<file path="config.mk">
export PLATFORM = sky130hd
export DESIGN_NAME = sysclk_src_ctrl
export DESIGN_NICKNAME = d
export VERILOG_FILES = /design/src/rtl/sysclk_pkg.sv /design/src/rtl/sysclk_regs.sv /design/src/rtl/sysclk_stab_cnt.sv /design/src/rtl/sysclk_sel.sv /design/src/rtl/sysclk_src_ctrl.sv
export SDC_FILE = /design/constraint.sdc
export NUM_CORES = 1
export LEC_CHECK = 0
export ABC_AREA = 1
export BUFFER_PORTS_ARGS = -buffer_cell sky130_fd_sc_hd__buf_2
export CORE_MARGIN = 5
export CORE_UTILIZATION = 40
export DETAILED_ROUTE_END_ITERATION = 10
export GPL_TIMING_DRIVEN = 0
export PLACE_DENSITY = 0.59
export RECOVER_POWER = 100
export SLEW_MARGIN = 10
export SYNTH_ARGS = -nofsm -noshare
export SYNTH_HDL_FRONTEND = slang
export SYNTH_SLANG_ARGS = --single-unit
</file>
<file path="constraint.sdc">
create_clock -name clk -period 1.5 [get_ports clk]
set_input_delay 0.225 -clock clk [delete_from_list [all_inputs] [get_ports clk]]
set_output_delay 0.225 -clock clk [all_outputs]
set_load 0.1 [all_outputs]
</file>
<file path="src/rtl/sysclk_pkg.sv">
package sysclk_pkg;
  typedef enum logic [1:0] {
    SRC_IRC = 2'd0,
    SRC_HS  = 2'd1,
    SRC_SUB = 2'd2
  } clk_src_e;

  localparam logic [1:0] ADDR_STOP = 2'd0;
  localparam logic [1:0] ADDR_REQ  = 2'd1;
  localparam logic [1:0] ADDR_STAB = 2'd2;
  localparam logic [1:0] ADDR_ERR  = 2'd3;
  localparam int unsigned NUM_SRC  = 3;
endpackage

</file>
<file path="src/rtl/sysclk_regs.sv">
module sysclk_regs
  import sysclk_pkg::*;
#(
  parameter int unsigned SET_W = 3
) (
  input  logic             clk,
  input  logic             rst_n,
  input  logic             wr_en,
  input  logic [1:0]       wr_addr,
  input  logic [7:0]       wr_data,
  input  clk_src_e         act_src,
  output logic             hs_stop_q,
  output logic             hs_stop_d,
  output logic             irc_stop_q,
  output logic             stop_wr,
  output clk_src_e         req_src,
  output logic [SET_W-1:0] stab_set,
  output logic             err_q
);
  logic hs_bad, irc_bad, req_wr;

  assign stop_wr = wr_en && (wr_addr == ADDR_STOP);
  assign req_wr  = wr_en && (wr_addr == ADDR_REQ) && (wr_data[1:0] != 2'd3);
  // Stop refused for the source now clocking the CPU
  assign hs_bad  = stop_wr && wr_data[0] && !hs_stop_q && (act_src == SRC_HS);
  assign irc_bad = stop_wr && wr_data[1] && !irc_stop_q && (act_src == SRC_IRC);

  always_comb begin
    hs_stop_d = hs_stop_q;
    if (stop_wr && !hs_bad) hs_stop_d = wr_data[0];
  end

  always_ff @(posedge clk or negedge rst_n) begin
    if (!rst_n) begin
      hs_stop_q  <= 1'b1;
      irc_stop_q <= 1'b0;
      req_src    <= SRC_IRC;
      stab_set   <= '0;
      err_q      <= 1'b0;
    end else begin
      hs_stop_q <= hs_stop_d;
      if (stop_wr && !irc_bad) irc_stop_q <= wr_data[1];
      if (req_wr) req_src <= clk_src_e'(wr_data[1:0]);
      if (wr_en && (wr_addr == ADDR_STAB)) stab_set <= wr_data[SET_W-1:0];
      if (hs_bad || irc_bad) err_q <= 1'b1;
      else if (wr_en && (wr_addr == ADDR_ERR) && wr_data[0]) err_q <= 1'b0;
    end
  end
endmodule

</file>
<file path="src/rtl/sysclk_stab_cnt.sv">
module sysclk_stab_cnt #(
  parameter int unsigned SET_W    = 3,
  parameter int unsigned BASE_EXP = 8
) (
  input  logic             clk,
  input  logic             rst_n,
  input  logic             hs_stop_q,
  input  logic             hs_stop_d,
  input  logic             ext_mode,
  input  logic [SET_W-1:0] stab_set,
  output logic             stable
);
  localparam int unsigned CNT_W = BASE_EXP + (1 << SET_W);

  logic [CNT_W-1:0] cnt;
  logic [CNT_W-1:0] last;

  assign last = (CNT_W'(1) << (BASE_EXP + 32'(stab_set))) - CNT_W'(1);

  always_ff @(posedge clk or negedge rst_n) begin
    if (!rst_n) begin
      cnt    <= '0;
      stable <= 1'b0;
    end else if (hs_stop_d) begin
      cnt    <= '0;
      stable <= 1'b0;
    end else if (hs_stop_q) begin
      cnt    <= '0;
      stable <= ext_mode;
    end else if (ext_mode) begin
      stable <= 1'b1;
    end else if (!stable) begin
      if (cnt == last) stable <= 1'b1;
      cnt <= cnt + CNT_W'(1);
    end
  end
endmodule

</file>
<file path="src/rtl/sysclk_sel.sv">
module sysclk_sel
  import sysclk_pkg::*;
(
  input  logic                 clk,
  input  logic                 rst_n,
  input  clk_src_e             req_src,
  input  logic                 stop_wr,
  input  logic                 irc_stop_q,
  input  logic                 hs_stable,
  output clk_src_e             act_src,
  output logic [NUM_SRC-1:0]   onehot
);
  logic [NUM_SRC-1:0] ready;

  assign ready[SRC_IRC] = !irc_stop_q;
  assign ready[SRC_HS]  = hs_stable;
  assign ready[SRC_SUB] = 1'b1;

  always_ff @(posedge clk or negedge rst_n) begin
    if (!rst_n) act_src <= SRC_IRC;
    else if (!stop_wr && (req_src != act_src) && ready[req_src]) act_src <= req_src;
  end

  for (genvar g = 0; g < NUM_SRC; g++) begin : g_sel
    assign onehot[g] = (act_src == clk_src_e'(g));
  end
endmodule

</file>
<file path="src/rtl/sysclk_src_ctrl.sv">
module sysclk_src_ctrl
  import sysclk_pkg::*;
#(
  parameter int unsigned SET_W    = 3,
  parameter int unsigned BASE_EXP = 8
) (
  input  logic       clk,
  input  logic       rst_n,
  input  logic       wr_en,
  input  logic [1:0] wr_addr,
  input  logic [7:0] wr_data,
  input  logic       ext_mode,
  output logic       hs_run,
  output logic       irc_run,
  output logic       hs_stable,
  output logic       sub_sel,
  output logic       main_sel,
  output logic [2:0] cpu_clk_sel,
  output logic       sel_pending,
  output logic       stop_err
);
  logic             hs_stop_q, hs_stop_d, irc_stop_q, stop_wr;
  clk_src_e         req_src, act_src;
  logic [SET_W-1:0] stab_set;

  sysclk_regs #(.SET_W(SET_W)) u_regs (
    .clk(clk), .rst_n(rst_n), .wr_en(wr_en), .wr_addr(wr_addr), .wr_data(wr_data),
    .act_src(act_src), .hs_stop_q(hs_stop_q), .hs_stop_d(hs_stop_d),
    .irc_stop_q(irc_stop_q), .stop_wr(stop_wr), .req_src(req_src),
    .stab_set(stab_set), .err_q(stop_err)
  );

  sysclk_stab_cnt #(.SET_W(SET_W), .BASE_EXP(BASE_EXP)) u_stab (
    .clk(clk), .rst_n(rst_n), .hs_stop_q(hs_stop_q), .hs_stop_d(hs_stop_d),
    .ext_mode(ext_mode), .stab_set(stab_set), .stable(hs_stable)
  );

  sysclk_sel u_sel (
    .clk(clk), .rst_n(rst_n), .req_src(req_src), .stop_wr(stop_wr),
    .irc_stop_q(irc_stop_q), .hs_stable(hs_stable), .act_src(act_src),
    .onehot(cpu_clk_sel)
  );

  assign hs_run      = !hs_stop_q;
  assign irc_run     = !irc_stop_q;
  assign sub_sel     = (act_src == SRC_SUB);
  assign main_sel    = (act_src == SRC_HS);
  assign sel_pending = (req_src != act_src);
endmodule

</file>
==> results of run 1 <==
-- what timing repair did --
item                                    in CTS  in global routing
resized for setup                           14                  9
hold buffers                                 1                  0
setup buffers                                1                  8
endpoints found under the setup margin       7                  8
pin swaps                                    0                  7
hold endpoints to repair                    26                  0
-- critical path, cell delays in order, from the launching register on --
cell,delay (ps)
dfrtp_2,470
inv_2,90
nand2_2,40
nand4_1,140
buf_8,220
-- registers in the layout, indices dropped and copies added, names as in the netlist --
register / flops
u_regs.irc_stop_q: 1
u_regs.err_q: 1
u_regs.req_src: 2
u_regs.hs_stop_q: 1
u_stab.cnt: 16
u_stab.stable: 1
u_sel.act_src: 2
u_regs.stab_set: 3
-- routing by layer --
| layer | up-vias | routed length, um | part of all wire [%] | global-route usage (%) |
|---|---|---|---|---|
| met5 | - | 0 | 0 | 0 |
| met4 | 0 | 55 | 1.4 | 4.37 |
| met3 | 4 | 170 | 4.3 | 2.60 |
| met1 | 707 | 1920 | 48 | 17.9 |
| li1 | 829 | - | - | - |
| met2 | 28 | 1820 | 46 | 22.8 |
-- synthesized netlist by cell type, types with 2 or more instances --
master   count  area [sq um]
nand4_1      5          31.3
dfrtp_1     26           651
nand2_8      2          40.0
nor2_4       5          56.3
nand2_1     80           300
nor2_2       2          12.5
inv_1       29           109
xor2_1       5          43.8
inv_2        4          15.0
nor3_1       4          20.0
a21oi_1      5          25.0
nor2_1      34           128
nor4_1       2          12.5
o21ai_1      3          15.0
o21ai_0      7          35.0
nand3_1     15          75.1
buf_4        2          15.0
-- path summary, 6_finish.rpt --
path / end / slack, ps / depth (start not counted) / startpoint
hold / removal: u_regs.stab_set[2]$_DFFE_PN0P_ / 200 / 3 / wr_data[2]
min in group asynchronous: u_stab.cnt[9]$_DFFE_PN0P_ / 530 / 2 / rst_n
setup reg to reg: u_stab.cnt[5]$_DFFE_PN0P_ / 100 / 11 / u_sel.act_src[0]$_DFFE_PN0P_
max in group asynchronous: u_stab.cnt[1]$_DFFE_PN0P_ / 470 / 2 / rst_n
hold reg to reg: u_regs.err_q$_DFFE_PN0P_ / 540 / 2 / u_regs.err_q$_DFFE_PN0P_
setup / recovery: sel_pending / 40 / 4 / u_sel.act_src[1]$_DFFE_PN0P_
-- power by group through the flow --
stage | registers [mW] | logic (mW) | clock network [mW]
CTS | 0.922 | 1.63 | 0.459
global placement | 0.937 | 1.46 | 0
global route | 0.935 | 1.79 | 0.495
detailed placement | 0.940 | 1.47 | 0
floorplan | 1.04 | 1.15 | 0
finish | 0.923 | 1.70 | 0.439
-- final cells by class --
class / instances / area, sq um
buffer: 3 / 32.5
clock buffer: 3 / 41.3
clock inverter: 1 / 7.51
fill: 428 / 2140
inverter: 36 / 159
multi-input combinational: 180 / 948
sequential: 27 / 682
tap: 52 / 65.1
timing repair buffer: 28 / 219
-- logic make-up (layout without fill, tap and decap cells) --
kind of cell	count (synthesis)	after routing	synth area share, %
AO/OA/AOI/OAI	16	16	4.64
XOR/XNOR	6	6	3.00
adder cells (fa/ha/maj)	1	1	0.714
buffers and inverters	39	71	9.71
flip-flops	27	27	38.6
AND/OR/NAND/NOR	157	157	43.3
-- per-stage QoR --
stage / hold WS, ps / power, mW / setup WS (ps) / setup TNS (ps)
finish: 198 / 3.06 / 43.0 / 0
global route: 203 / 3.22 / -20.0 / -57.4
CTS: 189 / 3.01 / 17.4 / 0
detailed placement: 294 / 2.41 / 31.9 / 0
global placement: 281 / 2.40 / 53.1 / 0
floorplan: -70.6 / 2.19 / -710 / -5430
-- layout by cell type, fill, tap and decap left out, types with 2 or more instances in the layout --
| master | netlist | routed |
|---|---|---|
| clkinv_4 | 0 | 2 |
| xor2_1 | 5 | 5 |
| clkbuf_2 | 0 | 3 |
| o21ai_1 | 3 | 3 |
| dfrtp_2 | 0 | 4 |
| buf_6 | 0 | 2 |
| nand4_1 | 5 | 5 |
| nor2_1 | 34 | 32 |
| nand2_8 | 2 | 2 |
| nand3_2 | 1 | 4 |
| a21oi_1 | 5 | 5 |
| buf_2 | 1 | 8 |
| nor4_1 | 2 | 2 |
| inv_2 | 4 | 5 |
| clkbuf_8 | 0 | 3 |
| nand2_1 | 80 | 78 |
| o21ai_0 | 7 | 7 |
| buf_12 | 0 | 2 |
| nor2_4 | 5 | 5 |
| buf_8 | 0 | 2 |
| dfrtp_1 | 26 | 22 |
| inv_1 | 29 | 28 |
| nor2_2 | 2 | 4 |
| buf_4 | 2 | 11 |
| nand2_2 | 1 | 3 |
| nand3_1 | 15 | 12 |
| nor3_1 | 4 | 3 |
==> flow_summary_export.csv, run 1 <==
group,metric,value,unit
timing,slew_headroom,52.1,%
clock_tree,path_clk_slew,110,ps
cells_and_area,drive_gt1_share,25.2,%
placement,postPlaceCellArea,1950,sq um
global_routing,antenna_found_initial,0,
yosys,synth_fp_nets,261,
routing,drcViolationCount,0,
floorplan,io_pins,24,
run_status,status,"finished clean",
cells_and_area,final_core_util,50.2,%
routing,first_iter_violations,54,
routing,vias_per_cell,4.75,
setup_path,arrival,1230,ps
global_routing,grt_pass1_wl,6750,um
placement,placed_cells,316,
clock_tree,numCtsBuffers,3,
floorplan,die_y,76.2,um
yosys,synth_top_flop_cell,"dfrtp_1",
setup_path,crit_type,"reg -> out",
cells_and_area,diodes,0,
pwr,p_sw,1.57,mW
setup_path,crit_fanout,6,
routing,via_count,1568,
flow_run,cap_violations,0,
floorplan,initial_core_util,40.8,%
setup_path,critPathRequiredTime,1270,ps
global_routing,grt_overflow_total,0,
clock_tree,clock-root-buffer,"clkbuf_8",
yosys,netlist_area,1750,sq um
cells_and_area,final_cell_area,2150,sq um
clock_tree,cts_sinks,27,
timing,min_period,1460,ps
timing,period_share,97.1,%
pwr,p_leak,1.01,nW
global_routing,grt_pass1_vias,1456,
placement,place_congestion,0.784,
yosys,synth-edff-count,0,
cells_and_area,syn_to_final_growth,22.9,%
yosys,synth_warnings,0,
cells_and_area,nNetsFinal,294,
clock_tree,htree_levels,1,
clock_tree,cts_buffer_depth,2,
timing,worst_pin_slew,718,ps
pwr,p_comb_share,55.5,%
floorplan,dieArea,5810,sq um
timing,finalHoldViolCount,0,
routing,ant_nets,0,
yosys,syn-instance-count,246,
timing,maxSlewViolCount,0,
placement,dpl.hpwl,2900,um
pwr,p_per_area,1420,nW/um^2
hold_path,hp-class,"in -> reg",
pwr,seqPwrFrac,30.1,%
yosys,avgSynthCellArea,7.13,sq um
clock_tree,clkLatencyLatePin,280,ps
routing,firstDrtPassIters,4,
floorplan,fp-row-count,24,
pwr,p_sw_share,51.2,%
yosys,ys_seq_area_share,38.6,%
timing,fmax,0.686,GHz
yosys,synth_cell_types,33,
yosys,async_reset_ff_share,100,%
cells_and_area,fin_cells,330,
timing,rsz0062_at_grt,"true",
global_routing,grt.total_usage,13.7,%
timing,fin_skew,9.48,ps
global_routing,grt_max_degree,28,
pwr,internal_power,1.49,mW
timing,finalSetupViolCount,0,
floorplan,die_w,76.2,um
pwr,pwr-share-clk,14.3,%
pwr,ir_drop,0.660,mV
setup_path,startpoint_type,"register",
routing,wirelength,3960,um
yosys,yosys_register_bits,27,
floorplan,core_area,4290,sq um
setup_path,worst_setup_path_end_kind,"primary output",
clock_tree,cts_tree,"yes",
routing,wl_per_cell,12.0,um
placement,portBuffers,18,
No activity file was read; power rests on OpenSTA's default activity.
==> run 2: changes to the inputs <==
--- a/config.mk
+++ b/config.mk
@@ -7,7 +7,6 @@
 export LEC_CHECK = 0
 export ABC_AREA = 1
 export BUFFER_PORTS_ARGS = -buffer_cell sky130_fd_sc_hd__buf_2
-export CORE_MARGIN = 5
 export CORE_UTILIZATION = 40
 export DETAILED_ROUTE_END_ITERATION = 10
 export GPL_TIMING_DRIVEN = 0
==> run 2 against run 1 <==
Against the previous run: hold slack worse by 3.7 ps; utilization up 1.7 points; sequential power fell by 0.5%; count of clock-buffer cells in the layout rose by 1; sequential share of layout area up 0.28 points.
==> flow_summary_export.csv, run 2 (synthesis results as in run 1) <==
group,metric,value,unit
run_status,status,"finished clean",
global_routing,grt_overflow_total,0,
clock_tree,cts_sinks,27,
routing,ant_nets,0,
cells_and_area,drive_gt1_share,25.4,%
timing,maxSlewViolCount,0,
cells_and_area,largest_registers,"u_stab.cnt: 16 flops, u_regs.stab_set: 3 flops",
timing,rsz0062_at_grt,"true",
timing,period_share,96.6,%
global_routing,grt_pass1_wl,6070,um
clock_tree,path_clk_slew,90,ps
floorplan,initial_core_util,42.6,%
global_routing,antenna_found_initial,0,
pwr,p_leak,1.01,nW
cells_and_area,nNetsFinal,292,
floorplan,die_y,68.2,um
timing,finalSetupViolCount,0,
setup_path,crit_type,"reg -> out",
setup_path,critPathRequiredTime,1270,ps
global_routing,grt.total_usage,17.4,%
cells_and_area,regMostFlops,"u_stab.cnt",
cells_and_area,syn_to_final_growth,21.8,%
timing,slew_headroom,53.4,%
setup_path,worst_setup_path_end_kind,"primary output",
pwr,p_per_area,1410,nW/um^2
floorplan,dieArea,4650,sq um
timing,fmax,0.690,GHz
cells_and_area,diodes,0,
floorplan,fp-row-count,23,
routing,vias_per_cell,4.74,
global_routing,grt_max_degree,28,
timing,finalHoldViolCount,0,
cells_and_area,fin_cells,326,
timing,min_period,1450,ps
timing,setup_slack,51.6,ps
setup_path,reg2regPathDepth,9,
placement,portBuffers,18,
floorplan,core_area,4120,sq um
routing,via_count,1546,
floorplan,io_pins,24,
timing,worst_pin_slew,699,ps
routing,drcViolationCount,0,
routing,wl_per_cell,11.4,um
clock_tree,numCtsBuffers,3,
pwr,p_sw,1.52,mW
placement,place_congestion,0.816,
pwr,p_comb_share,56.0,%
timing,fin_skew,6.79,ps
cells_and_area,largest_reg_flops,16,
cells_and_area,num-fill-cells,414,
hold_path,hp-class,"in -> reg",
clock_tree,cts_tree,"yes",
setup_path,crit_fanout,6,
clock_tree,clock-root-buffer,"clkbuf_8",
pwr,internal_power,1.50,mW
cells_and_area,final_core_util,51.9,%
placement,postPlaceCellArea,1950,sq um
global_routing,grt_pass1_vias,1341,
clock_tree,cts_buffer_depth,2,
pwr,p_sw_share,50.5,%
setup_path,arrival,1220,ps
placement,place_ws,66.3,ps
hold_path,min_delay_path_depth,3,
floorplan,die_w,68.2,um
routing,firstDrtPassIters,4,
routing,wirelength,3700,um
pwr,ir_drop,0.627,mV
cells_and_area,final_cell_mix,"nand2_1, nor2_1, inv_1",
clock_tree,htree_levels,1,
setup_path,startpoint_type,"register",
timing,setup-tns-final,0,ps
cells_and_area,final_common_cell,"nand2_1",
placement,placed_cells,314,
placement,dpl.hpwl,2760,um
pwr,pwr-share-clk,13.6,%
routing,first_iter_violations,52,
clock_tree,clkLatencyLatePin,270,ps
setup_path,r2r_slack,110,ps
flow_run,cap_violations,0,
pwr,seqPwrFrac,30.4,%
cells_and_area,final_cell_area,2140,sq um
## run 2: changes by cell type in the layout (fill, tap and decap cells not counted), sizes merged
cell | previous run | this run
clkbuf | 8 | 7
clkinvlp | 1 | 0
## run 2: final cells by class
type,instances,area [sq um],share of cell area [%]
buffer,3,32.5,1.52
clock buffer,4,45.0,2.11
inverter,36,159,7.44
timing repair buffer,26,210,9.84
tap,50,62.6,2.93
multi-input combinational,180,945,44.2
sequential,27,682,31.9
## run 2: layer usage
layer / wire length [um] / GRT usage [%] / vias to the layer above
li1: - / - / 828
met4: 20 / 2.34 / 0
met3: 96 / 4.00 / 2
met5: 0 / 0 / -
met2: 1750 / 28.7 / 18
met1: 1830 / 23.6 / 698
## run 2: power groups by stage
stage	combinational [mW]	clock [mW]	sequential [mW]
global route	1.80	0.457	0.933
floorplan	1.15	0	1.04
detailed placement	1.47	0	0.935
CTS	1.63	0.436	0.918
global placement	1.47	0	0.937
finish	1.69	0.411	0.918
## run 2: final timing paths
check	start	to
max in group asynchronous	rst_n	u_stab.stable$_DFF_PN0_
worst min register to register	u_regs.err_q$_DFFE_PN0P_	u_regs.err_q$_DFFE_PN0P_
worst max-delay path	u_sel.act_src[1]$_DFFE_PN0P_	sel_pending
min in group asynchronous	rst_n	u_sel.act_src[0]$_DFFE_PN0P_
worst min-delay path	wr_data[2]	u_regs.stab_set[2]$_DFFE_PN0P_
worst max register to register	u_sel.act_src[1]$_DFFE_PN0P_	u_stab.cnt[0]$_DFFE_PN0P_
## run 2: critical path, stage by stage, from the launching register on
cell	delay (ps)
dfrtp_2	470
inv_2	80
nand2_1	50
nand4_1	160
buf_12	200
## run 2: through the flow
stage                     total power, mW  hold slack [ps]
after floorplan                      2.19            -70.6
after global placement               2.40              289
after detailed placement             2.41              287
after CTS                            2.98              191
after global routing                 3.19              202
final                                3.02              194
## run 2: what timing repair did
item	CTS	global route
pin swaps	0	2
buffers inserted	1	6
hold endpoints to repair	26	0
endpoints found under the setup margin	7	10
gates resized for setup	14	11
hold buffers	1	0
